==> config.mk <==
export PLATFORM = sky130hd
export DESIGN_NAME = lnk_status_reg
export DESIGN_NICKNAME = d
export VERILOG_FILES = /design/src/rtl/lnk_status_pkg.sv /design/src/rtl/lnk_width_rpt.sv /design/src/rtl/lnk_train_flag.sv /design/src/rtl/lnk_bw_status.sv /design/src/rtl/lnk_status_reg.sv
export SDC_FILE = /design/constraint.sdc
export NUM_CORES = 1
export LEC_CHECK = 0
export BUFFER_PORTS_ARGS = -buffer_cell sky130_fd_sc_hd__buf_2
export CAP_MARGIN = 20
export CORE_MARGIN = 1.5
export CORE_UTILIZATION = 30
export CTS_CLUSTER_DIAMETER = 30
export DETAILED_ROUTE_END_ITERATION = 8
export HOLD_SLACK_MARGIN = 0.15
export PLACE_DENSITY = 0.65
export SYNTH_ARGS = -nofsm -noshare
export SYNTH_HDL_FRONTEND = slang
export SYNTH_SLANG_ARGS = --single-unit
==> constraint.sdc <==
create_clock -name clk -period 1.6 [get_ports clk]
set_clock_uncertainty 0.05 [all_clocks]
set_input_delay 0.4 -clock clk [delete_from_list [all_inputs] [get_ports clk]]
set_output_delay 0.4 -clock clk [all_outputs]
set_load 0.005 [all_outputs]
==> src/rtl/lnk_status_pkg.sv <==
package lnk_status_pkg;

  localparam int REG_W    = 16;
  localparam int SPEED_W  = 4;
  localparam int WIDTH_W  = 6;
  localparam int STATE_W  = 4;
  localparam int N_WIDTHS = 7;

  // Field positions inside the read value
  localparam int POS_SPEED = 0;
  localparam int POS_WIDTH = 4;
  localparam int POS_TRAIN = 11;
  localparam int POS_SCLK  = 12;
  localparam int POS_DLL   = 13;
  localparam int POS_BW    = 14;

  localparam logic [STATE_W-1:0] ST_CONFIG   = 4'd2;
  localparam logic [STATE_W-1:0] ST_RECOVERY = 4'd4;

  localparam logic [2:0] SLOT_NONE = 3'd7;

  // Position of a width code inside the support mask, SLOT_NONE if invalid
  function automatic logic [2:0] width_slot(input logic [WIDTH_W-1:0] code);
    logic [2:0] s;
    case (code)
      6'b000001: s = 3'd0;
      6'b000010: s = 3'd1;
      6'b000100: s = 3'd2;
      6'b001000: s = 3'd3;
      6'b001100: s = 3'd4;
      6'b010000: s = 3'd5;
      6'b100000: s = 3'd6;
      default:   s = SLOT_NONE;
    endcase
    return s;
  endfunction

  function automatic logic width_supported(input logic [WIDTH_W-1:0] code,
                                           input logic [N_WIDTHS-1:0] mask);
    logic [2:0] s;
    s = width_slot(code);
    if (s == SLOT_NONE) return 1'b0;
    return mask[s];
  endfunction

  function automatic logic is_training_state(input logic [STATE_W-1:0] st);
    return (st == ST_CONFIG) || (st == ST_RECOVERY);
  endfunction

  // Value the width field must show for a given configuration and outcome
  function automatic logic [WIDTH_W-1:0] report_width(input logic [WIDTH_W-1:0] cap,
                                                      input logic [WIDTH_W-1:0] trained,
                                                      input logic               ok,
                                                      input logic [N_WIDTHS-1:0] mask);
    if (!width_supported(cap, mask)) return cap;
    if (!ok) return '0;
    return trained;
  endfunction

endpackage

==> src/rtl/lnk_width_rpt.sv <==
module lnk_width_rpt
  import lnk_status_pkg::*;
#(
  parameter logic [N_WIDTHS-1:0] SUPPORT_MASK = 7'b0001111
) (
  input  logic               clk,
  input  logic               rst_n,
  input  logic [WIDTH_W-1:0] cap_max_width,
  input  logic [WIDTH_W-1:0] trained_width,
  input  logic               train_ok,
  output logic [WIDTH_W-1:0] width_q
);

  logic cap_sup;
  logic [WIDTH_W-1:0] width_d;

  assign cap_sup = width_supported(cap_max_width, SUPPORT_MASK);
  assign width_d = report_width(cap_max_width, trained_width, train_ok, SUPPORT_MASK);

  always_ff @(posedge clk) begin
    if (!rst_n) width_q <= '0;
    else        width_q <= width_d;
  end

  // supported maximum and good training pass the trained width
  a_r1_trained_width: assert property (@(posedge clk) disable iff (!rst_n)
    (cap_sup && train_ok) |=> (width_q == $past(trained_width)));

  // unsupported maximum is reported as configured
  a_r2_unsupported_cap: assert property (@(posedge clk) disable iff (!rst_n)
    !cap_sup |=> (width_q == $past(cap_max_width)));

  // failed training on a supported maximum reads zero
  a_r3_fail_zero: assert property (@(posedge clk) disable iff (!rst_n)
    (cap_sup && !train_ok) |=> (width_q == '0));

endmodule

==> src/rtl/lnk_train_flag.sv <==
module lnk_train_flag
  import lnk_status_pkg::*;
(
  input  logic               clk,
  input  logic               rst_n,
  input  logic               is_downstream,
  input  logic [STATE_W-1:0] ltssm_state,
  input  logic               retrain_wr,
  output logic               train_q
);

  logic in_train;
  logic pend_q;
  logic pend_d;
  logic train_d;

  assign in_train = is_training_state(ltssm_state);

  // A request waits until the LTSSM is seen in a training state
  assign pend_d  = is_downstream && (pend_q || retrain_wr) && !in_train;
  assign train_d = is_downstream && (in_train || retrain_wr || pend_q);

  always_ff @(posedge clk) begin
    if (!rst_n) begin
      pend_q  <= 1'b0;
      train_q <= 1'b0;
    end else begin
      pend_q  <= pend_d;
      train_q <= train_d;
    end
  end

  // training state on a downstream port raises the flag
  a_r4_state_sets: assert property (@(posedge clk) disable iff (!rst_n)
    (is_downstream && in_train) |=> train_q);

  // retrain request raises the flag before training starts
  a_r5_request_sets: assert property (@(posedge clk) disable iff (!rst_n)
    (is_downstream && retrain_wr) |=> train_q);

  // a request waiting for training keeps the flag up
  a_r5_pending_holds: assert property (@(posedge clk) disable iff (!rst_n)
    (is_downstream && pend_q) |=> train_q);

  // upstream port never shows training
  a_r6_upstream_zero: assert property (@(posedge clk) disable iff (!rst_n)
    !is_downstream |=> !train_q);

endmodule

==> src/rtl/lnk_bw_status.sv <==
module lnk_bw_status (
  input  logic clk,
  input  logic rst_n,
  input  logic is_downstream,
  input  logic cap_bw_notify,
  input  logic dl_active,
  input  logic retrain_done_evt,
  input  logic auto_change_evt,
  input  logic partner_change_evt,
  input  logic clr_req,
  output logic bw_q
);

  logic gate;
  logic set_evt;
  logic bw_d;

  assign gate    = is_downstream && cap_bw_notify;
  assign set_evt = gate && dl_active &&
                   (retrain_done_evt || auto_change_evt || partner_change_evt);
  // Set has priority over a same-cycle clear
  assign bw_d    = gate && (set_evt || (bw_q && !clr_req));

  always_ff @(posedge clk) begin
    if (!rst_n) bw_q <= 1'b0;
    else        bw_q <= bw_d;
  end

  // a qualified event sets the bit
  a_r8_event_sets: assert property (@(posedge clk) disable iff (!rst_n)
    set_evt |=> bw_q);

  // a clear with no event empties the bit
  a_r8_clear: assert property (@(posedge clk) disable iff (!rst_n)
    (clr_req && !set_evt) |=> !bw_q);

  // with no event and no clear the bit holds
  a_r8_hold: assert property (@(posedge clk) disable iff (!rst_n)
    (gate && !set_evt && !clr_req) |=> (bw_q == $past(bw_q)));

  // gated off reads zero
  a_r9_gated: assert property (@(posedge clk) disable iff (!rst_n)
    !gate |=> !bw_q);

  // same-cycle set and clear leaves the bit set
  a_r10_set_wins: assert property (@(posedge clk) disable iff (!rst_n)
    (set_evt && clr_req) |=> bw_q);

endmodule

==> src/rtl/lnk_status_reg.sv <==
module lnk_status_reg
  import lnk_status_pkg::*;
#(
  parameter logic [N_WIDTHS-1:0] SUPPORT_MASK = 7'b0001111
) (
  input  logic               clk,
  input  logic               rst_n,
  input  logic               is_downstream,
  input  logic [WIDTH_W-1:0] cap_max_width,
  input  logic               cap_dll_report,
  input  logic               cap_bw_notify,
  input  logic               strap_common_clk,
  input  logic [STATE_W-1:0] ltssm_state,
  input  logic [WIDTH_W-1:0] trained_width,
  input  logic               train_ok,
  input  logic               dl_active,
  input  logic [SPEED_W-1:0] phy_speed,
  input  logic               retrain_done_evt,
  input  logic               auto_change_evt,
  input  logic               partner_change_evt,
  input  logic               retrain_wr,
  input  logic               wr_en,
  input  logic [REG_W-1:0]   wr_data,
  input  logic               sclk_lock,
  output logic [REG_W-1:0]   rd_data
);

  logic [WIDTH_W-1:0] width_q;
  logic               train_q;
  logic               bw_q;
  logic               sclk_q;
  logic               dll_q;
  logic [SPEED_W-1:0] speed_q;
  logic               bw_clr;
  logic               sclk_wr;
  logic               unused_wr_bits;

  assign bw_clr  = wr_en && wr_data[POS_BW];
  assign sclk_wr = wr_en && !sclk_lock;
  assign unused_wr_bits = ^{wr_data[REG_W-1:POS_BW+1], wr_data[POS_DLL],
                            wr_data[POS_SCLK-1:0]};

  lnk_width_rpt #(.SUPPORT_MASK(SUPPORT_MASK)) u_width (
    .clk           (clk),
    .rst_n         (rst_n),
    .cap_max_width (cap_max_width),
    .trained_width (trained_width),
    .train_ok      (train_ok),
    .width_q       (width_q)
  );

  lnk_train_flag u_train (
    .clk           (clk),
    .rst_n         (rst_n),
    .is_downstream (is_downstream),
    .ltssm_state   (ltssm_state),
    .retrain_wr    (retrain_wr),
    .train_q       (train_q)
  );

  lnk_bw_status u_bw (
    .clk                (clk),
    .rst_n              (rst_n),
    .is_downstream      (is_downstream),
    .cap_bw_notify      (cap_bw_notify),
    .dl_active          (dl_active),
    .retrain_done_evt   (retrain_done_evt),
    .auto_change_evt    (auto_change_evt),
    .partner_change_evt (partner_change_evt),
    .clr_req            (bw_clr),
    .bw_q               (bw_q)
  );

  always_ff @(posedge clk) begin
    if (!rst_n) begin
      sclk_q  <= strap_common_clk;
      dll_q   <= 1'b0;
      speed_q <= '0;
    end else begin
      if (sclk_wr) sclk_q <= wr_data[POS_SCLK];
      dll_q   <= dl_active && cap_dll_report;
      speed_q <= phy_speed;
    end
  end

  always_comb begin
    rd_data = '0;
    rd_data[POS_SPEED +: SPEED_W] = speed_q;
    rd_data[POS_WIDTH +: WIDTH_W] = width_q;
    rd_data[POS_TRAIN]            = train_q;
    rd_data[POS_SCLK]             = sclk_q;
    rd_data[POS_DLL]              = dll_q;
    rd_data[POS_BW]               = bw_q;
  end

  // no reporting capability, no link-active bit
  a_r7_dll_gated: assert property (@(posedge clk) disable iff (!rst_n)
    !cap_dll_report |=> !rd_data[POS_DLL]);

  // locked writes leave the slot clock bit alone
  a_r11_locked: assert property (@(posedge clk) disable iff (!rst_n)
    (wr_en && sclk_lock) |=> $stable(rd_data[POS_SCLK]));

  // unlocked write takes the written value
  a_r11_unlocked: assert property (@(posedge clk) disable iff (!rst_n)
    (wr_en && !sclk_lock) |=> (rd_data[POS_SCLK] == $past(wr_data[POS_SCLK])));

  // reserved bits read zero
  a_r12_reserved: assert property (@(posedge clk) disable iff (!rst_n)
    1'b1 |-> (!rd_data[10] && !rd_data[15]));

endmodule

=== Word-level counts from Yosys, hierarchy flattened ===
Memory sizes are Yosys's and may differ from the RTL's.
Index checks and enable logic that the tools add are counted.

* Logic and storage cells: 54
* Flip-flop bits (word level): 15
* Memory bits (read-only): 8
* Bits of input ports: 50
* Memories: 1

* Equality and inequality tests: 11
* Order comparisons: 1
* Reduce and logical (&&, ||, !) cells: 21
* Muxes and demuxes: 13

{| class="wikitable"
|+ Memories
! name !! depth !! width !! read ports !! clocked after memory_dff !! wr ports !! RTL line !! text
|-
| (name not given) || 8 || 1 || 1 || 0 || 0 || lnk_status_pkg.sv:43 || <nowiki>return mask[s];</nowiki>
|}

{| class="wikitable"
|+ Operators with widths
! cell !! number
|-
| two-way mux 6 bit || 4
|-
| case mux 3 bit (7 select lines) || 1
|-
| == test 6 x 4 -> 1 bit (second input constant) || 2
|-
| logical AND 1 bit || 11
|-
| two-way mux 1 bit || 8
|-
| logical OR 1 bit || 7
|-
| == test 6 x 1 -> 1 bit (second input constant) || 1
|-
| == test 6 x 2 -> 1 bit (second input constant) || 1
|-
| == test 6 x 3 -> 1 bit (second input constant) || 1
|-
| == test 6 x 5 -> 1 bit (second input constant) || 1
|-
| == test 6 bit (second input constant) || 1
|-
| == test 4 x 2 -> 1 bit (second input constant) || 1
|-
| == test 4 x 3 -> 1 bit (second input constant) || 1
|-
| less-than comparator 3 x 4 -> 1 bit (second input constant) || 1
|-
| == test 3 bit (second input constant) || 1
|-
| zero test 1 bit || 3
|-
| inequality test 2 x 1 -> 1 bit (second input constant) || 1
|}

=== Logic depth before layout (Yosys ltp) ===
* Depth after elaboration: 9
* Depth in mapped cells: 4
* Depth with buffers taken out: 3

=== Hierarchy ===
A second synthesis with hierarchy kept.

* Cell total of the unflattened synthesis: 75
* Area, all modules: 750.7 um2

{| class="wikitable"
|+ Modules (own cells, without submodules)
! module !! area an instance (um2) !! cells each !! seq. area each (um2) !! times used
|-
| lnk_width_rpt || 371.6 || 40 || 120.1 || 1
|-
| lnk_status_reg || 246.5 || 22 || 130.1 || 1
|-
| lnk_train_flag || 88.8 || 8 || 40.0 || 1
|-
| lnk_bw_status || 43.8 || 5 || 20.0 || 1
|}

=== Worst setup path after synthesis ===
No wires, ideal clock.

* Path type: input to register
* Start: input cap_max_width[5]
* End: register u_width.width_q[2]
* Slack: 253 ps
* Cell stages on the path: 3
* Setup time: 118 ps
* Data arrival time: 1,179 ps
* Cell sequence: or4_4 -> o31ai_2 -> nor2_1

* Cells in the longest elaborated chain, start to end: 6
* Elaborated cells on any way between the ends: 14

{| class="wikitable"
|+ Ends and longest elaborated chain
! element !! RTL line !! text
|-
| start: declaration || lnk_status_reg.sv:9 || <nowiki>input logic [WIDTH_W-1:0] cap_max_width,</nowiki>
|-
| == test 6 bit (tied with other cells) || lnk_status_pkg.sv:25 || <nowiki>case (code)</nowiki>
|-
| case mux 3 bit (7 select lines) (*) || lnk_status_pkg.sv:25 ||
|-
| memory (8 x 1 bit) or == test 3 bit (tied branches) || -- ||
|-
| two-way mux 1 bit, on equally long branches || lnk_status_pkg.sv:43, lnk_status_pkg.sv:42 ||
|-
| two-way mux 1 bit (*) || lnk_status_pkg.sv:43 ||
|-
| two-way mux 6 bit (*) || lnk_status_pkg.sv:56 || <nowiki>if (!ok) return '0;</nowiki>
|-
| end signal: assignment || lnk_width_rpt.sv:22 || <nowiki>else width_q <= width_d;</nowiki>
|-
| end: declaration || lnk_width_rpt.sv:11 || <nowiki>output logic [WIDTH_W-1:0] width_q</nowiki>
|}

Mark *: on every way between the ends. The rest lies on a longest branch, timed or not. The select of a mux whose other input is x is not followed.
A chain may end at the register's enable or synchronous reset.

=== Final worst setup path ===
* Start: input cap_max_width[4]
* End: register u_width.width_q[3]

Same word-level chain as after synthesis.

==> results.yml <==
worst_setup_path:
  worstRegToRegCells: 1
  critical_path_peak_fanout: 6
  cp-start-kind: "input pin"
  crit_path_end_kind: "flip-flop"
  reg2reg_setup_slack_ns: 0.82
  r2r_start: "u_train.pend_q$_SDFF_PN0_"
  cp.arrival_ns: 1.36
  worstPathRequired_ns: 1.72
  crit_path_end: "u_width.width_q[3]$_SDFF_PN0_"
  worstReg2RegEnd: "u_train.train_q$_SDFF_PN0_"
  critPathKind: "in -> reg"
  startpoint: "cap_max_width[4]"
synthesis:
  syn_area_um2: 779
  syn_inst: 87
  synth_edf_count: 1
  yosysUniqueCellTypes: 31
  async_flop_share_pct: 0
  avgSynthCellArea_um2: 8.96
  synth-seq-area-share_pct: 39.8
  yosysWarnings: 0
  synth-main-ff-cell: "dfxtp_1"
  yosys_register_bits: 15
clocking:
  cts-root-buf: "clkbuf_4"
  cts_buffers: 3
  cts_sinks: 15
  cts_tree: "yes"
  htree_levels: 1
  clock_latency_ns: 0.27
  clk_pin_slew_ns: 0.09
  clock_path_buffers: 2
  post_cts_buffers: 0
  ctsHoldBuffers: 0
  cts_resized: 0
layout:
  multi_input_area_um2: 397
  final_cell_mix: "49 x buf_2, 14 x dfxtp_1, 8 x and2_1"
  diodes: 0
  fin_nets: 183
  final_common_cell: "buf_2"
  fillers: 259
  area_growth_pct: 33.9
  drive_above_1_share_pct: 44.7
  regArea_um2: 310
  fin_cells: 162
detailed_routing:
  wire_per_inst_um: 10.8
  wl_mm: 1.75
  firstDrtPassIters: 4
  vias_per_cell: 4.82
  vias: 781
  drc: 0
  ant_nets: 0
  drt-initial-drc-count: 13
pwr:
  powerDensity_mw_per_mm2: 733
  ir_drop_v: 0.000596
  leakagePower_uw: 0.000512
sta:
  whs_ns: 0.271
  fmax_mhz: 806
  fin_setup_tns_ns: 0
  setup_viol: 0
  slew_violations: 0
  timing.final.crit_share_pct: 77.5
  hold_viol: 0
  fin_crit_ns: 1.24
  rsz0062_at_grt: "false"
global_route:
  antenna_found_initial: 0
  gr-usage-all-layers_pct: 11.0
  grt_pass1_wl_mm: 2.34
  grt_pass1_vias: 557
  grt_overflow_total: 0
  grt_max_degree: 18
die:
  die_w_um: 54.0
  die_h_um: 54.0
  io_pins: 66
  start_util_pct: 31.5
  row_count: 18
  coreArea_mm2: 0.00248
  die_area_mm2: 0.00291
job:
  maxCapViolCount: 0
placed_design:
  numPortBuffers: 49
  routabilityCongestion: 0.675
  dp_cells: 158
  dpl.hpwl_mm: 1.37
outcome:
  outcome: "complete, no violations"
worst_hold_path:
  hold_path_class: "in -> reg"
[state kept, by name, indices dropped and copies added (netlist names)]
register	flops
u_width.width_q	6
speed_q	4
dll_q	1
sclk_q	1
u_bw.bw_q	1
u_train.pend_q	1
u_train.train_q	1
[through the flow]
step / power, uW / util [%] / setup WS, ns / area (um^2)
2_1_floorplan: 496 / - / 0.253 / 783
3_3_place_gp: 562 / 41.0 / 0.0963 / 1020
3_5_place_dp: 566 / 41.0 / 0.0757 / 1020
4_1_cts: 778 / 42.1 / 0.369 / 1040
5_1_grt: 813 / 42.1 / 0.320 / 1040
6_report: 765 / 42.1 / 0.359 / 1040
[critical path, stage by stage]
cell     delay, ns
buf_2         0.14
or4_4         0.52
o31ai_1       0.23
nor2_1        0.07
[final cells by class]
cell class	count	area share [%]
Clock buffer	3	2.16
Clock inverter	1	0.480
Inverter	1	0.360
Multi-Input combinational cell	60	38.0
Sequential cell	15	29.7
Tap cell	30	3.60
Timing Repair Buffer	52	25.7
[where the power goes]
part           internal [uW]  switching, uW
clock network           92.6            116
registers                399           4.69
logic                   79.6           73.4
[routing by layer]
metal	part of all wire (%)	vias to the layer above	wire length, um	track usage (%)
met5	0	-	0	0
met4	0	0	0	2.50
met3	8.5	0	149	4.17
met2	48	37	835	17.9
met1	44	348	770	13.9
li1	-	396	-	-
[Yosys cell counts (2+ instances only)]
master    instances  share of area, %
a211oi_1          2               1.9
a21oi_1           3               1.9
a41oi_1           2               2.2
and2_1            8               6.4
buf_2             4               2.6
buf_4             6               5.8
clkbuf_1          2              0.96
dfxtp_1          14                36
nand2_1           6               2.9
nand4b_1          2               2.2
nor2_1            5               2.4
nor4b_1           2               2.2
o2111a_1          2               2.9
o211a_1           2               2.6
o21ai_0           7               4.5
o31ai_1           2               1.9
or3_1             2               1.6
xor2_1            3               3.4
[worst min-delay path by stage]
| stage | startpoint | endpoint | slack (ns) | depth (start not counted) |
|---|---|---|---|---|
| after CTS | phy_speed[3] | speed_q[3]$_SDFF_PN0_ | 0.27 | 2 |
| final | phy_speed[3] | speed_q[3]$_SDFF_PN0_ | 0.27 | 2 |
| after global routing | phy_speed[2] | speed_q[2]$_SDFF_PN0_ | 0.27 | 2 |
| after detailed placement | u_bw.bw_q$_SDFF_PN0_ | u_bw.bw_q$_SDFF_PN0_ | 0.39 | 2 |
| after floorplan | u_bw.bw_q$_SDFF_PN0_ | u_bw.bw_q$_SDFF_PN0_ | 0.38 | 2 |
| after global placement | u_bw.bw_q$_SDFF_PN0_ | u_bw.bw_q$_SDFF_PN0_ | 0.39 | 2 |
[cell families (layout without fill, tap and decap cells)]
logic type / Yosys count / after routing / synth area share, %
flip-flops: 15 / 15 / 39.8
AND/OR/NAND/NOR: 30 / 30 / 22.2
XOR/XNOR: 4 / 4 / 4.50
AO/OA/AOI/OAI: 23 / 23 / 21.8
other: 1 / 2 / 0.481
buffers and inverters: 13 / 57 / 9.79
multiplexers: 1 / 1 / 1.44
No activity file was read; power rests on OpenSTA's default activity.
